`src/rtl/csc_pkg.sv`:
```
package csc_pkg;

  localparam int REG_W    = 8;
  localparam int SWCD_BIT = 7;
  localparam int RSV_BIT  = 6;
  localparam int IREQ_BIT = 5;

  typedef enum logic [1:0] {
    IRQM_OFF   = 2'b00,
    IRQM_LEVEL = 2'b01,
    IRQM_PULSE = 2'b10,
    IRQM_OFF_B = 2'b11
  } irq_mode_e;

  // Value shown at the IREQ position, given mode, interface type,
  // the latched request and the synchronized pin state (1 = pin low).
  function automatic logic ireq_view(irq_mode_e m, logic io, logic sticky,
                                     logic pin_low);
    logic v;
    v = 1'b0;
    if (io) begin
      if (m == IRQM_LEVEL) v = pin_low;
      else if (m == IRQM_PULSE) v = sticky;
    end
    return v;
  endfunction

  // Interrupt output from both sources.
  function automatic logic irq_merge(logic swcd, logic cd_en, logic ireq_vis);
    return (swcd & cd_en) | ireq_vis;
  endfunction

endpackage

```
`src/rtl/csc_sync.sv`:
```
module csc_sync #(
  parameter int STAGES = 2
) (
  input  logic clk,
  input  logic rst_n,
  input  logic pin_n,
  output logic sync_n,
  output logic fall
);
  logic [STAGES:0] chain;

  genvar i;
  generate
    for (i = 0; i <= STAGES; i++) begin : g_stage
      if (i == 0) begin : g_first
        always_ff @(posedge clk or negedge rst_n)
          if (!rst_n) chain[0] <= 1'b1;
          else        chain[0] <= pin_n;
      end else begin : g_next
        always_ff @(posedge clk or negedge rst_n)
          if (!rst_n) chain[i] <= 1'b1;
          else        chain[i] <= chain[i-1];
      end
    end
  endgenerate

  assign sync_n = chain[STAGES-1];
  assign fall   = chain[STAGES] & ~chain[STAGES-1];

  AST_FALL_AFTER_HIGH: assert property (@(posedge clk) disable iff (!rst_n)
    fall |-> $past(sync_n));
endmodule

```
`src/rtl/csc_ireq_unit.sv`:
```
module csc_ireq_unit
  import csc_pkg::*;
(
  input  logic      clk,
  input  logic      rst_n,
  input  irq_mode_e mode,
  input  logic      io,
  input  logic      sync_n,
  input  logic      fall,
  input  logic      clr_req,
  output logic      sticky,
  output logic      view
);
  logic pulse_live;
  logic set_ev;
  logic clr_ev;

  assign pulse_live = (mode == IRQM_PULSE) && io;
  assign set_ev     = pulse_live && fall;
  assign clr_ev     = pulse_live && clr_req;

  always_ff @(posedge clk or negedge rst_n) begin
    if (!rst_n)           sticky <= 1'b0;
    else if (!pulse_live) sticky <= 1'b0;
    else if (set_ev)      sticky <= 1'b1;
    else if (clr_ev)      sticky <= 1'b0;
  end

  assign view = ireq_view(mode, io, sticky, ~sync_n);

  AST_SET_WINS: assert property (@(posedge clk) disable iff (!rst_n)
    set_ev |=> sticky);
  AST_PULSE_HOLD: assert property (@(posedge clk) disable iff (!rst_n)
    (pulse_live && sticky && !clr_req) |=> sticky);
  AST_CLEAR_TAKES: assert property (@(posedge clk) disable iff (!rst_n)
    (clr_ev && !fall) |=> !sticky);
  AST_LEAVE_PULSE: assert property (@(posedge clk) disable iff (!rst_n)
    !pulse_live |=> !sticky);
  AST_LEVEL_MIRROR: assert property (@(posedge clk) disable iff (!rst_n)
    (mode == IRQM_LEVEL && io) |-> (view == !sync_n));
endmodule

```
`src/rtl/csc_swcd_unit.sv`:
```
module csc_swcd_unit (
  input  logic clk,
  input  logic rst_n,
  input  logic wr_en,
  input  logic wr_bit,
  output logic swcd
);
  always_ff @(posedge clk or negedge rst_n) begin
    if (!rst_n)     swcd <= 1'b0;
    else if (wr_en) swcd <= wr_bit;
  end

  AST_SWCD_SET: assert property (@(posedge clk) disable iff (!rst_n)
    (wr_en && wr_bit) |=> swcd);
  AST_SWCD_KEEP: assert property (@(posedge clk) disable iff (!rst_n)
    !wr_en |=> $stable(swcd));
endmodule

```
`src/rtl/csc_status_reg.sv`:
```
module csc_status_reg
  import csc_pkg::*;
#(
  parameter int SYNC_STAGES = 2
) (
  input  logic             clk,
  input  logic             rst_n,
  input  logic             wr_en,
  input  logic [REG_W-1:0] wr_data,
  output logic [REG_W-1:0] rd_data,
  input  logic             card_ireq_n,
  input  logic             card_is_io,
  input  logic             cd_chg_en,
  input  logic [1:0]       ireq_mode,
  output logic             irq
);
  irq_mode_e mode;
  logic      sync_n;
  logic      fall;
  logic      sticky;
  logic      ireq_vis;
  logic      swcd;
  logic      clr_req;
  logic      unused_wr;

  assign mode      = irq_mode_e'(ireq_mode);
  assign clr_req   = wr_en && !wr_data[IREQ_BIT];
  assign unused_wr = ^{wr_data[RSV_BIT], wr_data[4:0]};

  csc_sync #(.STAGES(SYNC_STAGES)) u_sync (
    .clk(clk), .rst_n(rst_n), .pin_n(card_ireq_n),
    .sync_n(sync_n), .fall(fall)
  );

  csc_ireq_unit u_ireq (
    .clk(clk), .rst_n(rst_n), .mode(mode), .io(card_is_io),
    .sync_n(sync_n), .fall(fall), .clr_req(clr_req),
    .sticky(sticky), .view(ireq_vis)
  );

  csc_swcd_unit u_swcd (
    .clk(clk), .rst_n(rst_n), .wr_en(wr_en),
    .wr_bit(wr_data[SWCD_BIT]), .swcd(swcd)
  );

  always_comb begin
    rd_data           = '0;
    rd_data[SWCD_BIT] = swcd;
    rd_data[IREQ_BIT] = ireq_vis;
  end

  assign irq = irq_merge(swcd, cd_chg_en, ireq_vis);

  AST_RSV_ZERO: assert property (@(posedge clk) disable iff (!rst_n)
    (rd_data[RSV_BIT] == 1'b0) && (rd_data[4:0] == 5'd0));
  AST_MEM_NO_IREQ: assert property (@(posedge clk) disable iff (!rst_n)
    !card_is_io |-> !rd_data[IREQ_BIT]);
  AST_OFF_NO_IREQ: assert property (@(posedge clk) disable iff (!rst_n)
    (mode == IRQM_OFF || mode == IRQM_OFF_B) |-> !rd_data[IREQ_BIT]);
  AST_SW_GATED: assert property (@(posedge clk) disable iff (!rst_n)
    (!cd_chg_en && !ireq_vis) |-> !irq);
endmodule

```
`config.mk`:
```
export PLATFORM = sky130hd
export DESIGN_NAME = csc_status_reg
export DESIGN_NICKNAME = d
export VERILOG_FILES = /design/src/rtl/csc_pkg.sv /design/src/rtl/csc_sync.sv /design/src/rtl/csc_ireq_unit.sv /design/src/rtl/csc_swcd_unit.sv /design/src/rtl/csc_status_reg.sv
export SDC_FILE = /design/constraint.sdc
export NUM_CORES = 1
export LEC_CHECK = 0
export BUFFER_PORTS_ARGS = -buffer_cell sky130_fd_sc_hd__buf_2
export CELL_PAD_IN_SITES_DETAIL_PLACEMENT = 2
export CELL_PAD_IN_SITES_GLOBAL_PLACEMENT = 2
export CORE_MARGIN = 3
export CORE_UTILIZATION = 17
export CTS_CLUSTER_SIZE = 40
export DETAILED_ROUTE_END_ITERATION = 16
export GPL_TIMING_DRIVEN = 0
export PLACE_DENSITY_LB_ADDON = 0.1
export REMOVE_ABC_BUFFERS = 1
export SLEW_MARGIN = 20
export SYNTH_ARGS = -nofsm -noshare
export SYNTH_HDL_FRONTEND = slang
export SYNTH_SLANG_ARGS = --single-unit
```
`constraint.sdc`:
```
create_clock -name clk -period 1.2 [get_ports clk]
set_input_delay 0.24 -clock clk [delete_from_list [all_inputs] [get_ports clk]]
set_output_delay 0.24 -clock clk [all_outputs]
set_load 0.005 [all_outputs]
```
==> results.md <==
* CTS tree: done
* Status: finished, violations left
* Tmin final at 1.51 ns
* R2R Path End: u_ireq.sticky
* Rows at 13
* CTS resizes at 0
* Max FO, Critical Path at 2
* CP startpoint kind: flop
* Avg WL per Cell at 9.87 um
* Die Width at 45.7 um
* #FFs+latches synth at 5
* Clock buffer depth at 2
* CP arrival at 1.27 ns
* Share of cells above drive strength 1 at 52.5%
* RSZ-0062 raised after global routing: true
* Via count of the routed design at 210
* R2R setup slack at 0.22 ns
* XOR/XNOR share of the synthesized area at 0%
* WHS at 0.106 ns
* Number of global-route vias before repair at 210
* Synthesized area per cell at 11.2 um2
* Adder-cell area share of the yosys netlist at 0%
* Mapped Cells at 24
* Hold Path End: u_sync.chain[0]
* Boundary pin count at 25
* Hold depth at 1
* Crit path required time at 0.96 ns
* VDD IR max at 0.440 mV
* R2r startpoint: u_sync.sync_n
* Simple logic cell fraction of the synthesized area at 12.6%
* Port Buffers at 12
* PwrDens at 1210 nW/um2
* Setup TNS at -0.497 ns
* Via-to-Cell Ratio at 3.82
* Post-synthesis mux area share at 4.21%
* Hold path start: card_ireq_n
* FMAX at 663 MHz
* Element type at the critical path end: primary output
* GR Overflow Total at 0
* Most frequent cells in the layout: buf_2, conb_1, clkbuf_4, dfstp_2
* Initial Utilization at 19.4%
* Clk_skew at 0.000463 ns
* YS warnings at 0
* Post-synthesis compound-gate area fraction at 9.81%
* Largest net degree at the start of global routing at 6
* Leakage power at 0.191 nW
* Synthesized area at 268 um2
* H-tree Lvls at 1
* Core area at 1380 um2
* Hold Vio Cnt, Final at 0
* Final worst-path cycle share at 126%
* Num CTS Buffers at 3
* Clk root buf: clkbuf_4
* Die area at 2090 um2
* Ant diodes at 0
* GR Util All Layers at 6.31%
* Largest family of logic cells by synthesized area: buffers and inverters
* Initial DRC Count at 1
* Slew Limit Fails at 0
* Height of the die at 45.7 um
* Worst setup margin at -0.308 ns
* Synth unique cells at 14
* GPL Wtd Cong at 0.630
* Violated checks: negative setup slack
* Drt first pass iters at 2
* Clock Pin Slew Worst Setup and Hold Paths at 0.04 ns
* Sequential-to-total area share from yosys stat at 48.1%
* Post-route ant nets at 0
* Nets at 57
* CTS sink cnt at 5
* Final wirelength at 543 um
* HP Class: input pin to flop
* Initial antenna violation count at 0
* Clk Latency, worst-skew pair at 0.24 ns
* Final number of setup-violating endpoints at 2
* Drt drc at 0
* Number of max-cap violations at 0
* First-pass GRT wire length at 855 um
* Commonest non-fill, non-tap cell in the layout: buf_2
* Worst r2r path cells at 4
* CP Class: flop to primary output
* P&R area growth vs syn at 33.2%
## report_power, final
part           switching (mW)  total (mW)  internal (mW)
clock network          0.0623       0.188          0.125
logic                  0.0238      0.0552         0.0314
registers             0.00459       0.187          0.183
total                  0.0907       0.430          0.339
## per-stage QoR
step	area (um2)	std cells	worst slack [ns]	utilization (%)	total power, mW
finish	357	55	-0.308	25.8	0.430
global route	357	55	-0.395	25.8	0.477
CTS	349	54	-0.336	25.2	0.440
detailed placement	305	48	-0.0881	22.1	0.238
global placement	305	48	-0.0819	22.1	0.237
floorplan	226	21	0.0469	-	0.207
## state kept, by name, indices dropped and copies added (netlist names)
name / count
u_sync.sync_n: 1
u_ireq.sticky: 1
u_swcd.swcd: 1
u_sync.chain: 2
## how the worst max path moves through the flow
stage	start	endpoint	slack (ns)
floorplan	u_sync.sync_n	irq	0.05
global placement	u_sync.sync_n	irq	-0.08
detailed placement	u_sync.sync_n	irq	-0.09
CTS	u_sync.sync_n	irq	-0.34
global route	u_sync.sync_n	irq	-0.40
finish	u_sync.sync_n	irq	-0.31
## cell usage after synthesis
master / count / share of area (%)
dfrtp_1: 2 / 19
inv_1: 1 / 1.4
dfstp_2: 3 / 29
nand2_1: 1 / 1.4
nor4bb_1: 1 / 3.7
a21o_1: 1 / 2.8
nand2b_1: 1 / 2.3
buf_4: 8 / 22
o21ai_0: 1 / 1.9
a21oi_1: 1 / 1.9
mux2_1: 1 / 4.2
a31o_1: 1 / 3.3
nor2b_4: 1 / 5.1
conb_1: 1 / 1.4
## worst max-delay path, stage by stage (launching register included)
cell and delay, ns:
dfstp_2 0.53, nor4bb_1 0.05, a31o_1 0.19, a21o_1 0.14
buf_2 0.12
## area by class of cell
type,instances,area (um2)
Multi-Input combinational cell,15,93.8
Inverter,1,3.75
Sequential cell,5,129
Timing Repair Buffer,15,85.1
Clock buffer,4,26.3
Fill cell,162,1030
Tap cell,15,18.8
## cells by family after synthesis
kind of cell | after synthesis
other cells | 1
compound gates | 4
flops | 5
simple gates | 4
mux | 1
buf+inv | 9
## what timing repair did
item | 4_1_cts | 5_1_grt
endpoints found under the setup margin | 2 | 2
buffers inserted | 1 | 1
pin swaps | 1 | 0
hold buffers | 1 | 0
endpoints found under the hold margin | 5 | 0
## metal layers
metal | track usage (%) | share of wire [%]
met3 | 4.74 | 14
met1 | 6.70 | 38
met2 | 8.91 | 48
met5 | 0 | 0
met4 | 3.51 | 0
No activity file was read; power rests on OpenSTA's default activity.
